==> src/rtl/bts_pkg.sv <==
package bts_pkg;

  typedef enum logic {
    PH_EVAL = 1'b0,
    PH_WAIT = 1'b1
  } pace_phase_e;

endpackage

==> src/rtl/bts_float_tracker.sv <==
module bts_float_tracker #(
  parameter int NUM_CS  = 4,
  parameter int FLOAT_W = 4,
  parameter int CS_W    = $clog2(NUM_CS)
) (
  input  logic                        clk_i,
  input  logic                        rst_ni,
  input  logic                        load_i,
  input  logic [CS_W-1:0]             cs_i,
  input  logic [NUM_CS*FLOAT_W-1:0]   cfg_i,
  output logic [FLOAT_W-1:0]          cnt_o
);

  logic [FLOAT_W-1:0] cfg_arr [NUM_CS];
  logic [FLOAT_W-1:0] cnt_q;

  for (genvar g = 0; g < NUM_CS; g++) begin : g_cfg
    assign cfg_arr[g] = cfg_i[g*FLOAT_W +: FLOAT_W];
  end

  always_ff @(posedge clk_i or negedge rst_ni) begin
    if (!rst_ni)              cnt_q <= '0;
    else if (load_i)          cnt_q <= cfg_arr[cs_i];
    else if (cnt_q != '0)     cnt_q <= cnt_q - FLOAT_W'(1);
  end

  assign cnt_o = cnt_q;

  p_float_decrement_r3: assert property (@(posedge clk_i) disable iff (!rst_ni)
    (!load_i && cnt_q != '0) |=> (cnt_q == $past(cnt_q) - FLOAT_W'(1)));

endmodule

==> src/rtl/bts_history.sv <==
module bts_history #(
  parameter int CS_W = 2
) (
  input  logic            clk_i,
  input  logic            rst_ni,
  input  logic            upd_i,
  input  logic [CS_W-1:0] cs_i,
  input  logic            write_i,
  output logic            vld_o,
  output logic [CS_W-1:0] cs_o,
  output logic            rd_o
);

  always_ff @(posedge clk_i or negedge rst_ni) begin
    if (!rst_ni) begin
      vld_o <= 1'b0;
      cs_o  <= '0;
      rd_o  <= 1'b0;
    end else if (upd_i) begin
      vld_o <= 1'b1;
      cs_o  <= cs_i;
      rd_o  <= !write_i;
    end
  end

endmodule

==> src/rtl/bts_delay_calc.sv <==
module bts_delay_calc #(
  parameter int CS_W    = 2,
  parameter int FLOAT_W = 4
) (
  input  logic               ext_i,
  input  logic [CS_W-1:0]    cs_i,
  input  logic               write_i,
  input  logic               hist_vld_i,
  input  logic [CS_W-1:0]    hist_cs_i,
  input  logic               hist_rd_i,
  input  logic [FLOAT_W-1:0] float_cnt_i,
  output logic               rr_skip_o,
  output logic               cs_chg_o,
  output logic [FLOAT_W-1:0] delay_o
);

  logic               same_cs;
  logic [FLOAT_W-1:0] float_d;

  always_comb begin
    same_cs   = hist_vld_i && (cs_i == hist_cs_i);
    rr_skip_o = same_cs && hist_rd_i && !write_i;
    cs_chg_o  = hist_vld_i && !same_cs;
    float_d   = rr_skip_o ? '0 : float_cnt_i;
    if (!ext_i)                         delay_o = '0;
    else if (cs_chg_o && float_d == '0) delay_o = FLOAT_W'(1);
    else                                delay_o = float_d;
  end

endmodule

==> src/rtl/bts_pacer.sv <==
module bts_pacer
  import bts_pkg::*;
#(
  parameter int FLOAT_W = 4
) (
  input  logic               clk_i,
  input  logic               rst_ni,
  input  logic               valid_i,
  input  logic [FLOAT_W-1:0] delay_i,
  output logic               ready_o,
  output logic               busy_o,
  output logic               waiting_o
);

  pace_phase_e        phase_q;
  logic [FLOAT_W-1:0] wait_q;

  always_comb begin
    if (phase_q == PH_EVAL) ready_o = valid_i && (delay_i == '0);
    else                    ready_o = valid_i && (wait_q == '0);
    busy_o    = valid_i && !ready_o;
    waiting_o = (phase_q == PH_WAIT);
  end

  always_ff @(posedge clk_i or negedge rst_ni) begin
    if (!rst_ni) begin
      phase_q <= PH_EVAL;
      wait_q  <= '0;
    end else if (phase_q == PH_EVAL) begin
      if (valid_i && delay_i != '0) begin
        phase_q <= PH_WAIT;
        wait_q  <= delay_i - FLOAT_W'(1);
      end
    end else if (wait_q != '0) begin
      wait_q <= wait_q - FLOAT_W'(1);
    end else begin
      phase_q <= PH_EVAL;
    end
  end

  p_hold_off_r9: assert property (@(posedge clk_i) disable iff (!rst_ni)
    (phase_q == PH_WAIT && wait_q != '0) |-> !ready_o);

  p_wait_ends_r9: assert property (@(posedge clk_i) disable iff (!rst_ni)
    (phase_q == PH_WAIT && wait_q != '0) |=> (phase_q == PH_WAIT));

endmodule

==> src/rtl/bts_sched.sv <==
module bts_sched #(
  parameter int NUM_CS  = 4,
  parameter int FLOAT_W = 4,
  localparam int CS_W   = (NUM_CS > 1) ? $clog2(NUM_CS) : 1,
  localparam int CFG_W  = NUM_CS * FLOAT_W
) (
  input  logic             clk_i,
  input  logic             rst_ni,
  input  logic             req_valid_i,
  input  logic             req_ext_i,
  input  logic [CS_W-1:0]  req_cs_i,
  input  logic             req_write_i,
  input  logic [CFG_W-1:0] float_cfg_i,
  output logic             req_ready_o,
  output logic             busy_o
);

  logic               fire_ext;
  logic [FLOAT_W-1:0] float_cnt;
  logic               hist_vld;
  logic [CS_W-1:0]    hist_cs;
  logic               hist_rd;
  logic               rr_skip;
  logic               cs_chg;
  logic [FLOAT_W-1:0] delay;
  logic               waiting;

  assign fire_ext = req_valid_i && req_ready_o && req_ext_i;

  bts_float_tracker #(
    .NUM_CS (NUM_CS),
    .FLOAT_W(FLOAT_W),
    .CS_W   (CS_W)
  ) u_float (
    .clk_i (clk_i),
    .rst_ni(rst_ni),
    .load_i(fire_ext),
    .cs_i  (req_cs_i),
    .cfg_i (float_cfg_i),
    .cnt_o (float_cnt)
  );

  bts_history #(
    .CS_W(CS_W)
  ) u_hist (
    .clk_i  (clk_i),
    .rst_ni (rst_ni),
    .upd_i  (fire_ext),
    .cs_i   (req_cs_i),
    .write_i(req_write_i),
    .vld_o  (hist_vld),
    .cs_o   (hist_cs),
    .rd_o   (hist_rd)
  );

  bts_delay_calc #(
    .CS_W   (CS_W),
    .FLOAT_W(FLOAT_W)
  ) u_calc (
    .ext_i      (req_ext_i),
    .cs_i       (req_cs_i),
    .write_i    (req_write_i),
    .hist_vld_i (hist_vld),
    .hist_cs_i  (hist_cs),
    .hist_rd_i  (hist_rd),
    .float_cnt_i(float_cnt),
    .rr_skip_o  (rr_skip),
    .cs_chg_o   (cs_chg),
    .delay_o    (delay)
  );

  bts_pacer #(
    .FLOAT_W(FLOAT_W)
  ) u_pace (
    .clk_i    (clk_i),
    .rst_ni   (rst_ni),
    .valid_i  (req_valid_i),
    .delay_i  (delay),
    .ready_o  (req_ready_o),
    .busy_o   (busy_o),
    .waiting_o(waiting)
  );

  p_internal_now_r2: assert property (@(posedge clk_i) disable iff (!rst_ni)
    (req_valid_i && !req_ext_i && !waiting) |-> req_ready_o);

  p_float_drained_r4: assert property (@(posedge clk_i) disable iff (!rst_ni)
    (fire_ext && !rr_skip) |-> (float_cnt == '0));

  p_change_gap_r6: assert property (@(posedge clk_i) disable iff (!rst_ni)
    (fire_ext && cs_chg) |-> $past(busy_o));

  p_first_ext_free_r8: assert property (@(posedge clk_i) disable iff (!rst_ni)
    (req_valid_i && req_ext_i && !hist_vld && !waiting) |-> req_ready_o);

endmodule

==> config.mk <==
export PLATFORM = sky130hd
export DESIGN_NAME = bts_sched
export DESIGN_NICKNAME = d
export VERILOG_FILES = /design/src/rtl/bts_pkg.sv /design/src/rtl/bts_float_tracker.sv /design/src/rtl/bts_history.sv /design/src/rtl/bts_delay_calc.sv /design/src/rtl/bts_pacer.sv /design/src/rtl/bts_sched.sv
export SDC_FILE = /design/constraint.sdc
export NUM_CORES = 1
export LEC_CHECK = 0
export BUFFER_PORTS_ARGS = -buffer_cell sky130_fd_sc_hd__buf_2
export CAP_MARGIN = 20
export CORE_AREA = 2 2 57 59
export CTS_CLUSTER_DIAMETER = 80
export CTS_CLUSTER_SIZE = 20
export DETAILED_ROUTE_END_ITERATION = 8
export DIE_AREA = 0 0 59 61
export GPL_TIMING_DRIVEN = 0
export MAX_ROUTING_LAYER = met4
export PLACE_DENSITY = 0.63
export SLEW_MARGIN = 20
export SYNTH_ARGS = -nofsm -noshare
export SYNTH_HDL_FRONTEND = slang
export SYNTH_SLANG_ARGS = --single-unit
export TNS_END_PERCENT = 10
==> constraint.sdc <==
create_clock -name clk_i -period 1.78 [get_ports clk_i]
set_input_delay 0.089 -clock clk_i [delete_from_list [all_inputs] [get_ports clk_i]]
set_output_delay 0.089 -clock clk_i [all_outputs]
set_load 0.05 [all_outputs]
==> results.md, run 1 <==
- HPWL Detailed: about 1.5 mm
- Initial DRC Count: 12
- Fraction of final layout cells with drive strength greater than 1: around three fifths
- Depth of the worst register-to-register path: 6
- Met2 track demand over resource: approximately 25%
- Met1 track demand over resource in global routing: 16.0%
- Met3 usage in global routing: 4.05%
- Worst hold path startpoint: req_write_i
- Post-route clock skew: ~0.0090 ns
- Category of the critical setup timing path: flip-flop to primary output
- Cells after Synth: between 80 and 90
- Area growth from synthesis to layout: 47.1%
- Total inserted antenna cells: 0
- Number of antenna violations at the first check in global routing: 0
- Count of final hold-check violations: 0
- Worst hold endpoint: u_hist.rd_o
- Required arrival time at the worst endpoint: 1.69 ns
- Number of distinct standard cells referenced by the synthesized netlist: 37
- Reported leakage power: 0.574 nW
- Final routed wirelength across all metal layers: ~2.2 mm
- Cell area after synthesis: approximately 930 um^2
- Highest Clock Rate: approximately 0.5 GHz
- Antenna Violating Nets Remaining: 0
- Vertical die dimension: 61 um
- Cell-by-cell trace of the critical path: or3_4 -> o21a_4 -> or2_4 -> and2_4 -> buf_8
- Number of register bits inferred by synthesis: 13
- First-pass GRT wire length: between 3 and 4 mm
- Post-DR wirelength/cell: 14.1 um
- Die area: between 3000 and 4000 um^2
- Via count of the first global-routing pass: between 800 and 900
- Busiest metal layer after global routing: met2
- Number of vias after detailed routing: roughly 800
- Class of the tightest hold or removal check: input port to flip-flop
- Core region area: between 2000 and 3000 um^2
- Post-route cell area: about 1400 um^2
- Cell Pwr Density: 1680 nW/um^2
- Largest area contributor in the synthesized netlist: sky130_fd_sc_hd__dfrtp_1
- Via/cell ratio: 5.25
- Worst slew margin relative to its limit: 69.1%
- Violations in the final reports: negative setup slack
- Number of buffer cells added on primary ports: 23
- Final worst path period share: 110%
- Utilization of the core after routing: a little under half
- Kind of start point of the critical path: flip-flop
- Post-Synthesis Mean Instance Area: around 11 um^2
- Max-cap viol count: 0
- Slew Viols, Final: 0
- Net count of the finished layout: approximately 150
- Smallest setup slack after layout: -0.171 ns
- TritonCTS clock tree: done
- Capturing element type of the critical path: primary output
- Status: finished with violations
- Number of endpoints failing setup at the final stage: 11
- Hold depth: 2
- Clock input transition at the sequential cells of the worst setup and hold paths: 0.09 ns
- Critical path peak fanout: 4
- Number of clock buffers inserted by TritonCTS: 3
- Pin count of the biggest net entering global routing: 14
- Number of iterations in the first detailed-routing pass: 4
- Maximum buffer depth of the clock tree: 2
- Worst IR drop on VDD: ~0.6 mV
- Library cell contributing the largest single delay on the critical path: sky130_fd_sc_hd__or3_4
- H-tree depth: 1
- Num ports: 25
- Area contributors post-synth: sky130_fd_sc_hd__dfrtp_1 (35%), sky130_fd_sc_hd__mux2_2 (8.5%), sky130_fd_sc_hd__mux4_2 (7.3%), sky130_fd_sc_hd__ha_1 (4.0%), sky130_fd_sc_hd__nor3_1 (3.2%)
- Placer congestion estimate: ~0.77
- Reg-to-reg critical path endpoint: u_float.cnt_o[3]
- Worst EP arrival: around 1.9 ns
- Number of nets produced by synthesis: approximately 110
- Area of placed instances: about 1100 um^2
- Transition at the pin with the smallest max-transition slack: 0.462 ns
- Yosys warnings: 0
- Crit-path max cell delay: 0.40 ns
- Die width: 59 um
- Final min period: between 1.5 and 2 ns
- Count of unresolved DRC violations after routing: 0
- Total number of clock tree sinks: 13
- Clk Latency, worst-skew pair: 0.28 ns
- Residual overflow from global routing: 0
- Post-synthesis sequential area ratio: approximately a third
- Unrepaired setup endpoints after global routing: true
- GR Util All Layers: 13.9%
- Root buf cell: sky130_fd_sc_hd__clkbuf_4
- Slack of the worst reg-to-reg path: -0.16 ns
- Standard-cell row count: 20
- Top cell type's share of synthesized area: a little over a third
- Reg2reg start: u_pace.wait_q[1]
- Effective utilization at floorplan: a little under a third
==> critical path: cells and delay by family, from the launching register on <==
family / cells / cell delay (ns)
flops: 1 / 0.39
simple gates: 3 / 0.81
compound gates: 1 / 0.24
buf+inv: 1 / 0.14
==> registers in the layout, summed over array words and instances (netlist names) <==
register,cells
u_float.cnt_o,4
u_pace.wait_q,4
u_hist.cs_o,2
u_hist.rd_o,1
u_hist.vld_o,1
u_pace.waiting_o,1
==> logic make-up after synthesis <==
logic type / Yosys count / synth area share (%)
buf+inv: 6 / 2.69
mux: 13 / 20.7
compound gates: 17 / 15.7
flops: 13 / 35.0
xor+xnor: 6 / 5.65
simple gates: 23 / 16.2
fa+ha+maj: 3 / 4.04
==> Yosys cell counts (all sizes together) <==
cell     n
xnor2    3
o21ai    3
nand2    1
nor2     3
nor4b    1
buf      1
a211oi   3
o211ai   1
ha       3
mux2i    2
nor3     7
xor2     3
a21oi    4
inv      4
nor2b    1
nand2b   1
and2     1
mux2     7
nor3b    1
nand3b   2
o21a     2
a21o     1
a221oi   2
dfrtp   13
o32ai    1
or2      3
or3      2
mux4     4
clkbuf   1
==> layer usage <==
layer  share of wire [%]  up-vias
met3                 6.4        8
met5                   0        -
li1                    -      381
met1                  39      377
met2                  53       37
met4                0.93        0
==> stage by stage <==
stage | hold slack (ns) | setup slack [ns] | std cells | total power [W] | setup TNS (ns)
final | 0.0138 | -0.171 | 153 | 0.00229 | -1.51
after global routing | 0.00840 | -0.239 | 153 | 0.00249 | -2.35
after CTS | 0.0143 | -0.205 | 149 | 0.00214 | -1.65
after detailed placement | -0.00321 | -0.244 | 137 | 0.00161 | -1.88
after global placement | -0.00953 | -0.222 | 137 | 0.00158 | -1.78
after floorplan | -0.207 | -0.0837 | 81 | 0.00142 | -0.524
==> cell type report <==
type	instances	area [um^2]
fillers	292	1590
multi-input cells	62	707
flip-flops and latches	13	328
repair buffers	35	240
well taps	33	41.3
clock buffers	4	26.3
inverters	4	15.0
plain buffers	2	10.0
==> timing repair <==
item                                    4_1_cts  5_1_grt
endpoints found under the setup margin       12       14
gates resized for setup                      24        8
hold buffers                                  1        0
pin swaps                                     8       10
setup buffers                                 7        4
endpoints found under the hold margin        13        0
==> cell usage in the layout (no fill, tap or decap), drive strengths merged, types with 4 or more instances in the layout <==
cell	netlist	final
buf	1	35
dfrtp	13	13
mux2	7	7
nor3	7	7
clkbuf	1	5
inv	4	4
mux4	4	4
a21oi	4	4
==> how the worst max path moves through the flow <==
stage / startpoint / end / slack, ns / cells past startpoint
2_1_floorplan: u_float.cnt_o[2] / u_hist.cs_o[1] / -0.08 / 5
3_3_place_gp: u_float.cnt_o[2] / u_hist.cs_o[1] / -0.22 / 5
3_5_place_dp: u_float.cnt_o[2] / u_float.cnt_o[3] / -0.24 / 5
4_1_cts: u_float.cnt_o[2] / busy_o / -0.21 / 6
5_1_grt: u_hist.vld_o / u_pace.wait_q[0] / -0.24 / 7
6_report: u_pace.wait_q[1] / busy_o / -0.17 / 5
==> power by group <==
group | internal, W | switching [W] | total (W)
Combinational | 0.000849 | 0.000676 | 0.00153
Clock | 0.0000868 | 0.000101 | 0.000188
Sequential | 0.000445 | 0.000136 | 0.000581
(Power assumes the default switching activity.)
==> inputs of run 2 (changes only) <==
--- a/config.mk
+++ b/config.mk
@@ -7,14 +7,14 @@
 export LEC_CHECK = 0
 export BUFFER_PORTS_ARGS = -buffer_cell sky130_fd_sc_hd__buf_2
 export CAP_MARGIN = 20
-export CORE_AREA = 2 2 57 59
+export CORE_AREA = 2 2 52 54
 export CTS_CLUSTER_DIAMETER = 80
 export CTS_CLUSTER_SIZE = 20
 export DETAILED_ROUTE_END_ITERATION = 8
-export DIE_AREA = 0 0 59 61
+export DIE_AREA = 0 0 54 56
 export GPL_TIMING_DRIVEN = 0
 export MAX_ROUTING_LAYER = met4
-export PLACE_DENSITY = 0.63
+export PLACE_DENSITY = 0.72
 export SLEW_MARGIN = 20
 export SYNTH_ARGS = -nofsm -noshare
 export SYNTH_HDL_FRONTEND = slang
==> results.md, run 2 (synthesized netlist as in run 1, its figures left out) <==
- Worst IR drop on VDD: 0.823 mV (+37%)
- Number of endpoints failing setup at the final stage: 12 (+1)
- Max-cap viol count: 0 (unchanged)
- Number of vias after detailed routing: 797 (-0.75%)
- Root buf cell: sky130_fd_sc_hd__clkbuf_4
- Violations in the final reports: negative setup slack
- HPWL Detailed: 1.47 mm (-2.7%)
- Number of antenna violations at the first check in global routing: 0 (unchanged)
- Pin count of the biggest net entering global routing: 14 (unchanged)
- Critical Path Source: u_float.cnt_o[2]
- Maximum buffer depth of the clock tree: 2 (unchanged)
- Area of placed instances: 1090 um^2 (-0.34%)
- Unrepaired setup endpoints after global routing: true
- Total number of clock tree sinks: 13 (unchanged)
- Count of final hold-check violations: 0 (unchanged)
- Final worst path period share: 113% (+3.1 points)
- Library cell contributing the largest single delay on the critical path: sky130_fd_sc_hd__dfrtp_2
- Final routed wirelength across all metal layers: 2.07 mm (-4.4%)
- Clock input transition at the sequential cells of the worst setup and hold paths: 0.08 ns (about the same)
- TritonCTS clock tree: done
- Fraction of final layout cells with drive strength greater than 1: 60.7% (-0.98 points)
- Dpl ws: -0.263 ns (-0.0194 ns)
- Smallest setup slack after layout: -0.226 ns (-0.0553 ns)
- Vertical die dimension: 56 um (-8.2%)
- Antenna Violating Nets Remaining: 0 (unchanged)
- Reg2reg start: u_float.cnt_o[2]
- Filler Cell Count: 233 (-20%)
- Number of buffer cells added on primary ports: 23 (unchanged)
- Reported leakage power: 0.539 nW (-6.1%)
- Via/cell ratio: 5.42 (+3.3%)
- Num ports: 25 (unchanged)
- First-pass GRT wire length: 3.37 mm (-7.2%)
- Worst EP arrival: 1.92 ns (+0.06 ns)
- Commonest non-fill, non-tap cells in the layout: sky130_fd_sc_hd__buf_2 (22), sky130_fd_sc_hd__dfrtp_1 (12), sky130_fd_sc_hd__mux2_2 (6), sky130_fd_sc_hd__buf_4 (6)
- Die area: 3020 um^2 (-16%)
- Cell Pwr Density: 1660 nW/um^2 (-0.83%)
- Register area: 327 um^2 (-0.38%)
- Post-DR wirelength/cell: 14.0 um (-0.50%)
- Standard-cell row count: 18 (-10%)
- Area growth from synthesis to layout: 38.4%
- PnR Total Power: 0.00214 W (-6.7%)
- Initial DRC Count: 6 (-6)
- Via count of the first global-routing pass: 801 (-6.2%)
- Core region area: 2430 um^2 (-18%)
- Placer congestion estimate: 0.741 (-3.8%)
- Clk Latency, worst-skew pair: 0.28 ns (about the same)
- Footprint of the multi-input gates: 662 um^2 (-6.4%)
- Post-route clock skew: 0.00703 ns (-0.00195 ns)
- Post-route cell area: 1290 um^2 (-5.9%)
- H-tree depth: 1 (unchanged)
- Worst slew margin relative to its limit: 66.8% (-2.3 points)
- Transition at the pin with the smallest max-transition slack: 0.496 ns (+0.0343 ns)
- Critical path peak fanout: 3 (-1)
- Class of the tightest hold or removal check: input port to flip-flop
- Die width: 54 um (-8.5%)
- Residual overflow from global routing: 0 (unchanged)
- Net count of the finished layout: 144 (-2.0%)
- Capturing element type of the critical path: primary output
- Highest Clock Rate: 0.498 GHz (-2.8%)
- Number of clock buffers inserted by TritonCTS: 3 (unchanged)
- Slew Viols, Final: 0 (unchanged)
- Worst hold path startpoint: req_write_i
- Number of iterations in the first detailed-routing pass: 4 (unchanged)
- Effective utilization at floorplan: 38.2% (+6.7 points)
- Status: finished with violations
- Total inserted antenna cells: 0 (unchanged)
- Required arrival time at the worst endpoint: 1.69 ns (about the same)
- Crit-path max cell delay: 0.41 ns (about the same)
- Count of unresolved DRC violations after routing: 0 (unchanged)
- Most frequent standard cell in the layout excluding fill and tap cells: sky130_fd_sc_hd__buf_2
- Cell-by-cell trace of the critical path: or3_4 -> o21ai_4 -> a21oi_2 -> or2_4 -> and2_4 -> buf_8
- GR Util All Layers: 15.4% (+1.5 points)
- Kind of start point of the critical path: flip-flop
- Utilization of the core after routing: 52.9% (+6.6 points)
- Final min period: 2.01 ns (+0.0553 ns)
- Category of the critical setup timing path: flip-flop to primary output
## run 2: area by class of cell
type / count / area share [%]
buffer: 2 / 0.778
clock buffer: 4 / 2.04
inverter: 4 / 1.17
multi-input combinational: 62 / 51.5
sequential: 13 / 25.4
tap: 30 / 2.92
timing repair buffer: 32 / 16.2
## run 2: per-stage QoR
step	instances	hold slack, ns	TNS, ns
6_report	147	0.0168	-1.80
5_1_grt	147	0.0159	-2.77
4_1_cts	147	0.0153	-1.71
3_5_place_dp	134	-0.00494	-2.05
3_3_place_gp	134	-0.0140	-1.69
2_1_floorplan	81	-0.207	-0.524
## run 2: worst paths after layout
kind | to | slack, ns | cells after the start
worst max register to register | u_hist.cs_o[1] | -0.20 | 7
min in group asynchronous | u_pace.waiting_o | 0.21 | 2
worst max-delay path | busy_o | -0.23 | 6
worst min-delay path | u_hist.rd_o | 0.02 | 2
worst min register to register | u_hist.rd_o | 0.53 | 2
max in group asynchronous | u_float.cnt_o[2] | 1.33 | 2
## run 2: routing by layer
layer / routed length, um / track usage (%)
met5: 0 / -
met2: 1090 / 24.6
met3: 109 / 4.03
met4: 47 / 4.29
met1: 816 / 18.9
## run 2: critical path, delay by kind of cell, from the launching register on
| family | cells | cell delay (ns) |
|---|---|---|
| AOI/OAI and AO/OA | 2 | 0.24 |
| buffers and inverters | 1 | 0.14 |
| and+or+nand+nor | 3 | 0.84 |
| DFF | 1 | 0.41 |
## run 2: report_power, final
group          switching (W)  internal (W)  leakage [nW]  total (W)
Clock              0.0000991     0.0000871        0.0150   0.000186
Sequential          0.000123      0.000445         0.149   0.000568
Combinational       0.000666      0.000719         0.375    0.00139
Total               0.000889       0.00125         0.539    0.00214
## run 2: repair_timing
item,CTS,global route
gates resized for setup,19,6
endpoints found under the setup margin,13,13
setup buffers,8,0
cloned,0,0
hold buffers,1,0
pin swaps,6,10
endpoints found under the hold margin,13,0
